`config.mk`:
```
export PLATFORM = sky130hd
export DESIGN_NAME = uwr_reader
export DESIGN_NICKNAME = d
export VERILOG_FILES = /design/src/rtl/uwr_pkg.sv /design/src/rtl/uwr_tick.sv /design/src/rtl/uwr_xfer.sv /design/src/rtl/uwr_reader.sv
export SDC_FILE = /design/constraint.sdc
export NUM_CORES = 1
export LEC_CHECK = 0
export BUFFER_PORTS_ARGS = -buffer_cell sky130_fd_sc_hd__buf_2
export CAP_MARGIN = 10
export CORE_AREA = 5 5 145 175
export DETAILED_ROUTE_END_ITERATION = 10
export DIE_AREA = 0 0 150 180
export GPL_ROUTABILITY_DRIVEN = 0
export REMOVE_ABC_BUFFERS = 1
export SETUP_SLACK_MARGIN = 0.05
export SYNTH_ARGS = -nofsm -noshare
export SYNTH_HDL_FRONTEND = slang
export SYNTH_SLANG_ARGS = --single-unit
```
`constraint.sdc`:
```
create_clock -name clk -period 5.6 [get_ports clk]
set_input_delay 1.4 -clock clk [delete_from_list [all_inputs] [get_ports clk]]
set_output_delay 1.4 -clock clk [all_outputs]
set_load 0.01 [all_outputs]
```
`src/rtl/uwr_pkg.sv`:
```
`timescale 1ns/1ps
package uwr_pkg;
  localparam int UWR_NAW       = 6;
  localparam int UWR_WAW       = 8;
  localparam int UWR_DW        = 16;
  localparam logic [15:0] UWR_SIG = 16'h8129;
  localparam int UWR_STN_BASE  = 7;
  localparam int UWR_STN_WORDS = 3;

  typedef enum logic [1:0] {
    OP_READ    = 2'd0,
    OP_PROBE   = 2'd1,
    OP_STATION = 2'd2,
    OP_READ_B  = 2'd3
  } uwr_op_e;

  typedef enum logic [2:0] {
    X_IDLE, X_SEL, X_CMD, X_GAP, X_DATA, X_END
  } uwr_xst_e;
endpackage

```
`src/rtl/uwr_tick.sv`:
```
`timescale 1ns/1ps
module uwr_tick #(
  parameter int HALF_CYC = 200
) (
  input  logic clk,
  input  logic rst_n,
  input  logic run,
  output logic tick
);
  localparam int CW = (HALF_CYC > 1) ? $clog2(HALF_CYC) : 1;
  localparam logic [CW-1:0] LAST = CW'(HALF_CYC - 1);

  logic [CW-1:0] cnt_q, cnt_d;

  assign tick = run && (cnt_q == LAST);

  always_comb begin
    cnt_d = cnt_q;
    if (!run || tick) cnt_d = '0;
    else              cnt_d = cnt_q + 1'b1;
  end

  always_ff @(posedge clk or negedge rst_n) begin
    if (!rst_n) cnt_q <= '0;
    else        cnt_q <= cnt_d;
  end

  generate
    if (HALF_CYC > 1) begin : g_chk
      p_tick_spacing_r11: assert property (@(posedge clk) disable iff (!rst_n)
        tick |=> !tick);
    end
  endgenerate
endmodule

```
`src/rtl/uwr_xfer.sv`:
```
`timescale 1ns/1ps
module uwr_xfer
  import uwr_pkg::*;
#(
  parameter int NAW = UWR_NAW,
  parameter int WAW = UWR_WAW,
  parameter int DW  = UWR_DW
) (
  input  logic           clk,
  input  logic           rst_n,
  input  logic           tick,
  input  logic           go,
  input  logic [WAW-1:0] addr,
  input  logic           wide,
  input  logic           ee_do,
  output logic           run,
  output logic           ee_cs,
  output logic           ee_sk,
  output logic           ee_di,
  output logic [DW-1:0]  word,
  output logic           fin
);
  localparam int CMD_W   = 5 + WAW;
  localparam int CNT_MAX = (CMD_W > DW) ? CMD_W : DW;
  localparam int CNT_W   = $clog2(CNT_MAX);
  localparam int EDG_W   = $clog2(CMD_W + DW + 1);

  uwr_xst_e          st_q, st_d;
  logic              ph_q, ph_d;
  logic [CNT_W-1:0]  cnt_q, cnt_d;
  logic [CMD_W-1:0]  cmd_q, cmd_d;
  logic [DW-1:0]     sh_q, sh_d;
  logic              cs_q, sk_q, di_q, fin_q;
  logic              cs_d, sk_d, di_d, fin_d;
  logic [CMD_W-1:0]  cmd_wide, cmd_narrow;

  assign cmd_wide   = {2'b00, 3'b110, addr};
  assign cmd_narrow = CMD_W'({3'b110, addr[NAW-1:0]});

  always_comb begin
    st_d  = st_q;
    ph_d  = ph_q;
    cnt_d = cnt_q;
    cmd_d = cmd_q;
    sh_d  = sh_q;
    fin_d = 1'b0;
    unique case (st_q)
      X_IDLE: if (go) begin
        st_d  = X_SEL;
        cmd_d = wide ? cmd_wide : cmd_narrow;
        cnt_d = wide ? CNT_W'(CMD_W - 1) : CNT_W'(NAW + 4);
      end
      X_SEL: if (tick) begin
        st_d = X_CMD;
        ph_d = 1'b0;
      end
      X_CMD: if (tick) begin
        if (!ph_q) ph_d = 1'b1;
        else begin
          ph_d = 1'b0;
          if (cnt_q == '0) st_d = X_GAP;
          else             cnt_d = cnt_q - 1'b1;
        end
      end
      X_GAP: if (tick) begin
        st_d  = X_DATA;
        ph_d  = 1'b0;
        cnt_d = CNT_W'(DW - 1);
      end
      X_DATA: if (tick) begin
        if (!ph_q) begin
          ph_d = 1'b1;
          sh_d = {sh_q[DW-2:0], ee_do};
        end else begin
          ph_d = 1'b0;
          if (cnt_q == '0) st_d = X_END;
          else             cnt_d = cnt_q - 1'b1;
        end
      end
      X_END: if (tick) begin
        st_d  = X_IDLE;
        fin_d = 1'b1;
      end
      default: st_d = X_IDLE;
    endcase
    cs_d = (st_d == X_SEL) || (st_d == X_CMD) || (st_d == X_GAP) || (st_d == X_DATA);
    sk_d = ((st_d == X_CMD) && ph_d) || ((st_d == X_DATA) && !ph_d);
    di_d = (st_d == X_CMD) ? cmd_d[cnt_d] : 1'b0;
  end

  always_ff @(posedge clk or negedge rst_n) begin
    if (!rst_n) begin
      st_q  <= X_IDLE;
      ph_q  <= 1'b0;
      cnt_q <= '0;
      cmd_q <= '0;
      sh_q  <= '0;
      cs_q  <= 1'b0;
      sk_q  <= 1'b0;
      di_q  <= 1'b0;
      fin_q <= 1'b0;
    end else begin
      st_q  <= st_d;
      ph_q  <= ph_d;
      cnt_q <= cnt_d;
      cmd_q <= cmd_d;
      sh_q  <= sh_d;
      cs_q  <= cs_d;
      sk_q  <= sk_d;
      di_q  <= di_d;
      fin_q <= fin_d;
    end
  end

  assign run   = (st_q != X_IDLE);
  assign ee_cs = cs_q;
  assign ee_sk = sk_q;
  assign ee_di = di_q;
  assign word  = sh_q;
  assign fin   = fin_q;

  // Edge-count checker for one select window
  logic [EDG_W-1:0] chk_edges;
  logic             chk_sk_d, chk_wide;

  always_ff @(posedge clk or negedge rst_n) begin
    if (!rst_n) begin
      chk_edges <= '0;
      chk_sk_d  <= 1'b0;
      chk_wide  <= 1'b0;
    end else begin
      chk_sk_d <= ee_sk;
      if (go && (st_q == X_IDLE)) chk_wide <= wide;
      if (!ee_cs)                  chk_edges <= '0;
      else if (ee_sk && !chk_sk_d) chk_edges <= chk_edges + 1'b1;
    end
  end

  p_sk_in_cs_r3: assert property (@(posedge clk) disable iff (!rst_n)
    ee_sk |-> ee_cs);
  p_edge_total_r3: assert property (@(posedge clk) disable iff (!rst_n)
    $fell(ee_cs) |-> (chk_edges == (chk_wide ? EDG_W'(CMD_W + DW) : EDG_W'(NAW + 5 + DW))));
  p_di_setup_r4: assert property (@(posedge clk) disable iff (!rst_n)
    $rose(ee_sk) |-> $stable(ee_di));
endmodule

```
`src/rtl/uwr_reader.sv`:
```
`timescale 1ns/1ps
module uwr_reader
  import uwr_pkg::*;
#(
  parameter int HALF_CYC = 200,
  parameter int NAW      = UWR_NAW,
  parameter int WAW      = UWR_WAW,
  parameter int DW       = UWR_DW,
  parameter int NWORDS   = UWR_STN_WORDS
) (
  input  logic             clk,
  input  logic             rst_n,
  input  logic             start,
  input  logic [1:0]       op,
  input  logic [WAW-1:0]   addr,
  input  logic             ee_do,
  output logic             ee_cs,
  output logic             ee_sk,
  output logic             ee_di,
  output logic             busy,
  output logic             done,
  output logic [DW-1:0]    rd_word,
  output logic [NWORDS*DW-1:0] station_addr,
  output logic             addr_wide
);
  localparam int IDX_W = (NWORDS > 1) ? $clog2(NWORDS) : 1;
  localparam logic [WAW-1:0] STN_BASE = WAW'(UWR_STN_BASE);

  // Reset: asserted asynchronously, released on the clock
  logic rs_a, rs_b;
  always_ff @(posedge clk or negedge rst_n) begin
    if (!rst_n) begin
      rs_a <= 1'b0;
      rs_b <= 1'b0;
    end else begin
      rs_a <= 1'b1;
      rs_b <= rs_a;
    end
  end
  logic srst_n;
  assign srst_n = rs_b;

  logic           x_run, x_tick, x_fin;
  logic [DW-1:0]  x_word;

  logic              busy_q, busy_d, done_q, done_d, go_q, go_d;
  logic              xwide_q, xwide_d, wide_q, wide_d;
  uwr_op_e           op_q, op_d;
  logic [IDX_W-1:0]  idx_q, idx_d;
  logic [WAW-1:0]    xaddr_q, xaddr_d;
  logic [DW-1:0]     rd_q, rd_d;
  logic [NWORDS*DW-1:0] mac_q, mac_d;

  uwr_tick #(.HALF_CYC(HALF_CYC)) u_tick (
    .clk(clk), .rst_n(srst_n), .run(x_run), .tick(x_tick)
  );

  uwr_xfer #(.NAW(NAW), .WAW(WAW), .DW(DW)) u_xfer (
    .clk(clk), .rst_n(srst_n), .tick(x_tick), .go(go_q),
    .addr(xaddr_q), .wide(xwide_q), .ee_do(ee_do), .run(x_run),
    .ee_cs(ee_cs), .ee_sk(ee_sk), .ee_di(ee_di), .word(x_word), .fin(x_fin)
  );

  always_comb begin
    busy_d  = busy_q;
    done_d  = 1'b0;
    go_d    = 1'b0;
    op_d    = op_q;
    idx_d   = idx_q;
    xaddr_d = xaddr_q;
    xwide_d = xwide_q;
    wide_d  = wide_q;
    rd_d    = rd_q;
    mac_d   = mac_q;
    if (!busy_q) begin
      if (start) begin
        busy_d = 1'b1;
        go_d   = 1'b1;
        op_d   = uwr_op_e'(op);
        idx_d  = '0;
        unique case (uwr_op_e'(op))
          OP_PROBE: begin
            xaddr_d = '0;
            xwide_d = 1'b1;
          end
          OP_STATION: begin
            xaddr_d = STN_BASE;
            xwide_d = wide_q;
          end
          default: begin
            xaddr_d = addr;
            xwide_d = wide_q;
          end
        endcase
      end
    end else if (x_fin) begin
      unique case (op_q)
        OP_PROBE: begin
          rd_d   = x_word;
          wide_d = (x_word == UWR_SIG);
          busy_d = 1'b0;
          done_d = 1'b1;
        end
        OP_STATION: begin
          mac_d[(NWORDS - 1 - int'(idx_q))*DW +: DW] = {x_word[7:0], x_word[DW-1:8]};
          if (idx_q == IDX_W'(NWORDS - 1)) begin
            busy_d = 1'b0;
            done_d = 1'b1;
          end else begin
            idx_d   = idx_q + 1'b1;
            xaddr_d = xaddr_q + 1'b1;
            go_d    = 1'b1;
          end
        end
        default: begin
          rd_d   = x_word;
          busy_d = 1'b0;
          done_d = 1'b1;
        end
      endcase
    end
  end

  always_ff @(posedge clk or negedge srst_n) begin
    if (!srst_n) begin
      busy_q  <= 1'b0;
      done_q  <= 1'b0;
      go_q    <= 1'b0;
      op_q    <= OP_READ;
      idx_q   <= '0;
      xaddr_q <= '0;
      xwide_q <= 1'b0;
      wide_q  <= 1'b0;
      rd_q    <= '0;
      mac_q   <= '0;
    end else begin
      busy_q  <= busy_d;
      done_q  <= done_d;
      go_q    <= go_d;
      op_q    <= op_d;
      idx_q   <= idx_d;
      xaddr_q <= xaddr_d;
      xwide_q <= xwide_d;
      wide_q  <= wide_d;
      rd_q    <= rd_d;
      mac_q   <= mac_d;
    end
  end

  assign busy         = busy_q;
  assign done         = done_q;
  assign rd_word      = rd_q;
  assign station_addr = mac_q;
  assign addr_wide    = wide_q;

  p_done_idle_r10: assert property (@(posedge clk) disable iff (!srst_n)
    done |-> !busy);
  p_done_pulse_r10: assert property (@(posedge clk) disable iff (!srst_n)
    done |=> !done);
  p_cs_busy_r8: assert property (@(posedge clk) disable iff (!srst_n)
    ee_cs |-> busy);
  p_ignore_start_r9: assert property (@(posedge clk) disable iff (!srst_n)
    (busy && start && !x_fin) |=> !go_q);
endmodule

```
==> summary.txt <==
Placed cell count: 881
Crit path buf inv count: 0
Post-CTS Setup Inserts: 0
Post-Synth Adder-Cell Area: 0.0260
Hold Crit Class: reg2reg
Area delta synth->final: 23.6%
YS warnings: 0
Die Y-Extent: 180 um
Final Hold Viols: 0
Via count: 4,128
Detail Placement HPWL: 10,100 um
Synth Area per Inst: 11.7 um2
Die width: 150 um
Num CTS Buffers: 17
CP endpoint kind: flop
Vias in the first global route: 4,158
RSZ-0062 raised after global routing: no
Clk buf depth: 2
CP dominant cell by count: nand2_1
Post-Syn Instances: 493
GRT overflow: 0
Initial Util: 0.245
Final Net Count: 607
WL per Instance: 15.4 um
Share of layout cells above drive strength 1: 0.290
Setup tns final: 0 ns
# diodes: 0
Ys async rst share: 1.00
Hold-fix buffers, CTS: 0
Number of synthesized register bits: 132
Max Freq: 0.365 GHz
1st-iter DRT viols: 222
Yosys cell types: 62
Final Skew: 0.00783 ns
Clock root cell: clkbuf_16
Post-layout instance area: 7140 um2
Register area share after synthesis: 0.572
Largest net degree at the start of global routing: 72
First-pass GRT wire length: 23,100 um
Die Footprint: 27,000 um2
Mux cell area share after synthesis: 0.0745
Family with the most delay on the worst path: simple AND/OR/NAND/NOR gates
CORE AREA: 23,600 um2
CTS tree: yes
Synthesized area: 5780 um2
Residual DRC count: 0
Arr. time, crit path: 3.08 ns
Fin crit period: 2.74 ns
Maximum vdd ir drop: 145 uV
CP peak stage delay: 0.92 ns
CTS clock-pin slew for the worst setup and hold paths: 0.06 ns
Compound-Gate Fraction of Synth Area: 0.149
Maximum Capacitance Violations: 0
Clock sink count: 132
Most common cell after layout, fill and taps aside: dfrtp_1
Measured slew at the worst slew-check pin: 0.979 ns
Initial antenna violation count: 0
Number of flops mapped to enable cells by yosys: 0
PortBufs: 83
H-tree depth: 4
Leak: 3.56 nW
PD cells: 305 nW/um2
Xor/xnor share of the synthesized area: 0.0136
Most common flop cell mapped by yosys: dfrtp_1
Most frequent cells in the layout: 131 x dfrtp_1, 83 x buf_2, 55 x nand2_1
Row count: 62
Routed vias/inst: 4.52
Internal reg-to-reg setup slack: 2.86 ns
I/O pin count: 84
Routed WL: 14,000 um
Crit-path cells: nand2_1 > nor2b_1 > nand2_1 > nor3_2 > a22o_1
Worst Path Required: 5.95 ns
First drt pass iteration count: 4
Slew HR: 0.344
Largest family of logic cells by synthesized area: compound AO/OA/AOI/OAI gates
Total track usage: 0.109
Crit start category: flop
PostCTS Resize Cnt: 0
Crit Path Category: reg2reg
Slowest cell on crit path: nor3_2
Worst-Skew Late Latency: 0.41 ns
Tcrit/Tclk final: 0.489
Final Non-Filler Cells: 914
Final setup fails: 0
Placed cell areas: 6540 um2
Crit-path max FO: 17
Post-Synth Simple-Gate Area: 0.136
Antenna Nets Post-Route: 0
Status: complete, no violations
Final max-slew violation count: 0
-- flip-flops by register name, summed over array words and instances, names as in the netlist, 2 cells and up --
signal and cells:
idx_q 2, op_q 2, rd_word 16, station_addr 48, u_tick.cnt_q 8, u_xfer.cmd_q 13, u_xfer.cnt_q 4, u_xfer.st_q 3
u_xfer.word 16, xaddr_q 8
-- power breakdown --
group          switching (W)  internal, W  total (W)  leakage (nW)
Clock               0.000409     0.000677    0.00109         0.278
Sequential         0.0000286     0.000973    0.00100          1.78
Combinational      0.0000528    0.0000359  0.0000887          1.50
-- cells in the mapped netlist, drive strengths merged (2+ instances only) --
library cell | number | area share
clkbuf | 11 | 0.0071
and2 | 5 | 0.0058
nand2 | 56 | 0.037
mux2i | 7 | 0.012
ha | 12 | 0.026
o22ai | 2 | 0.0022
nor2b | 5 | 0.0054
buf | 8 | 0.0082
nor2 | 32 | 0.021
a21oi | 15 | 0.013
nor4 | 4 | 0.0065
dfrtp | 132 | 0.57
nand4 | 2 | 0.0022
a31oi | 2 | 0.0022
nand2b | 5 | 0.0054
o31ai | 3 | 0.0048
mux2 | 32 | 0.062
nor3b | 2 | 0.0035
a22o | 48 | 0.073
o21ai | 20 | 0.017
xor2 | 6 | 0.0091
inv | 17 | 0.011
or3 | 4 | 0.0052
and3 | 11 | 0.012
a211oi | 5 | 0.0065
nand3 | 13 | 0.011
a221oi | 3 | 0.0067
nand4b | 2 | 0.0030
nor3 | 6 | 0.0061
xnor2 | 3 | 0.0045
a221o | 3 | 0.0052
-- layer usage --
layer / vias to the layer above / GRT usage / part of all wire
met5: - / 0 / 0
met2: 99 / 0.177 / 0.49
met1: 2041 / 0.139 / 0.45
li1: 1974 / - / -
met4: 0 / 0.0388 / 0.014
met3: 14 / 0.0282 / 0.052
-- through the flow --
stage / hold WS, ns / utilization / total power, W / worst slack [ns]
CTS: 0.352 / 0.302 / 0.00221 / 2.56
floorplan: 0.331 / - / 0.00108 / 1.65
global route: 0.356 / 0.303 / 0.00227 / 2.49
detailed placement: 0.339 / 0.277 / 0.00111 / 2.58
global placement: 0.337 / 0.277 / 0.00111 / 2.54
finish: 0.351 / 0.303 / 0.00218 / 2.86
-- path summary, 6_finish.rpt --
path | startpoint | endpoint | cells after the start
min in group asynchronous | rs_b$_DFF_PN0_ | rd_word[0]$_DFFE_PN0P_ | 0
setup / recovery | busy$_DFF_PN0_ | station_addr[24]$_DFFE_PN0P_ | 5
hold / removal | rs_a$_DFF_PN0_ | rs_b$_DFF_PN0_ | 0
hold reg to reg | rs_a$_DFF_PN0_ | rs_b$_DFF_PN0_ | 0
max in group asynchronous | rs_b$_DFF_PN0_ | rd_word[7]$_DFFE_PN0P_ | 1
setup reg to reg | busy$_DFF_PN0_ | station_addr[24]$_DFFE_PN0P_ | 5
-- final cells by class --
cell class	instances	area, um2
fill	2454	16400
timing repair buffer	88	453
inverter	18	72.6
clock inverter	12	131
multi-input combinational	324	2320
tap	320	400
clock buffer	20	457
sequential	132	3310
-- kinds of logic (layout without fill, tap and decap cells) --
logic type	Yosys count	after routing
mux	39	39
other cells	1	1
buf+inv	37	138
flops	132	132
fa+ha+maj	12	12
simple gates	153	153
compound gates	110	110
xor+xnor	9	9
(Power assumes the default switching activity.)
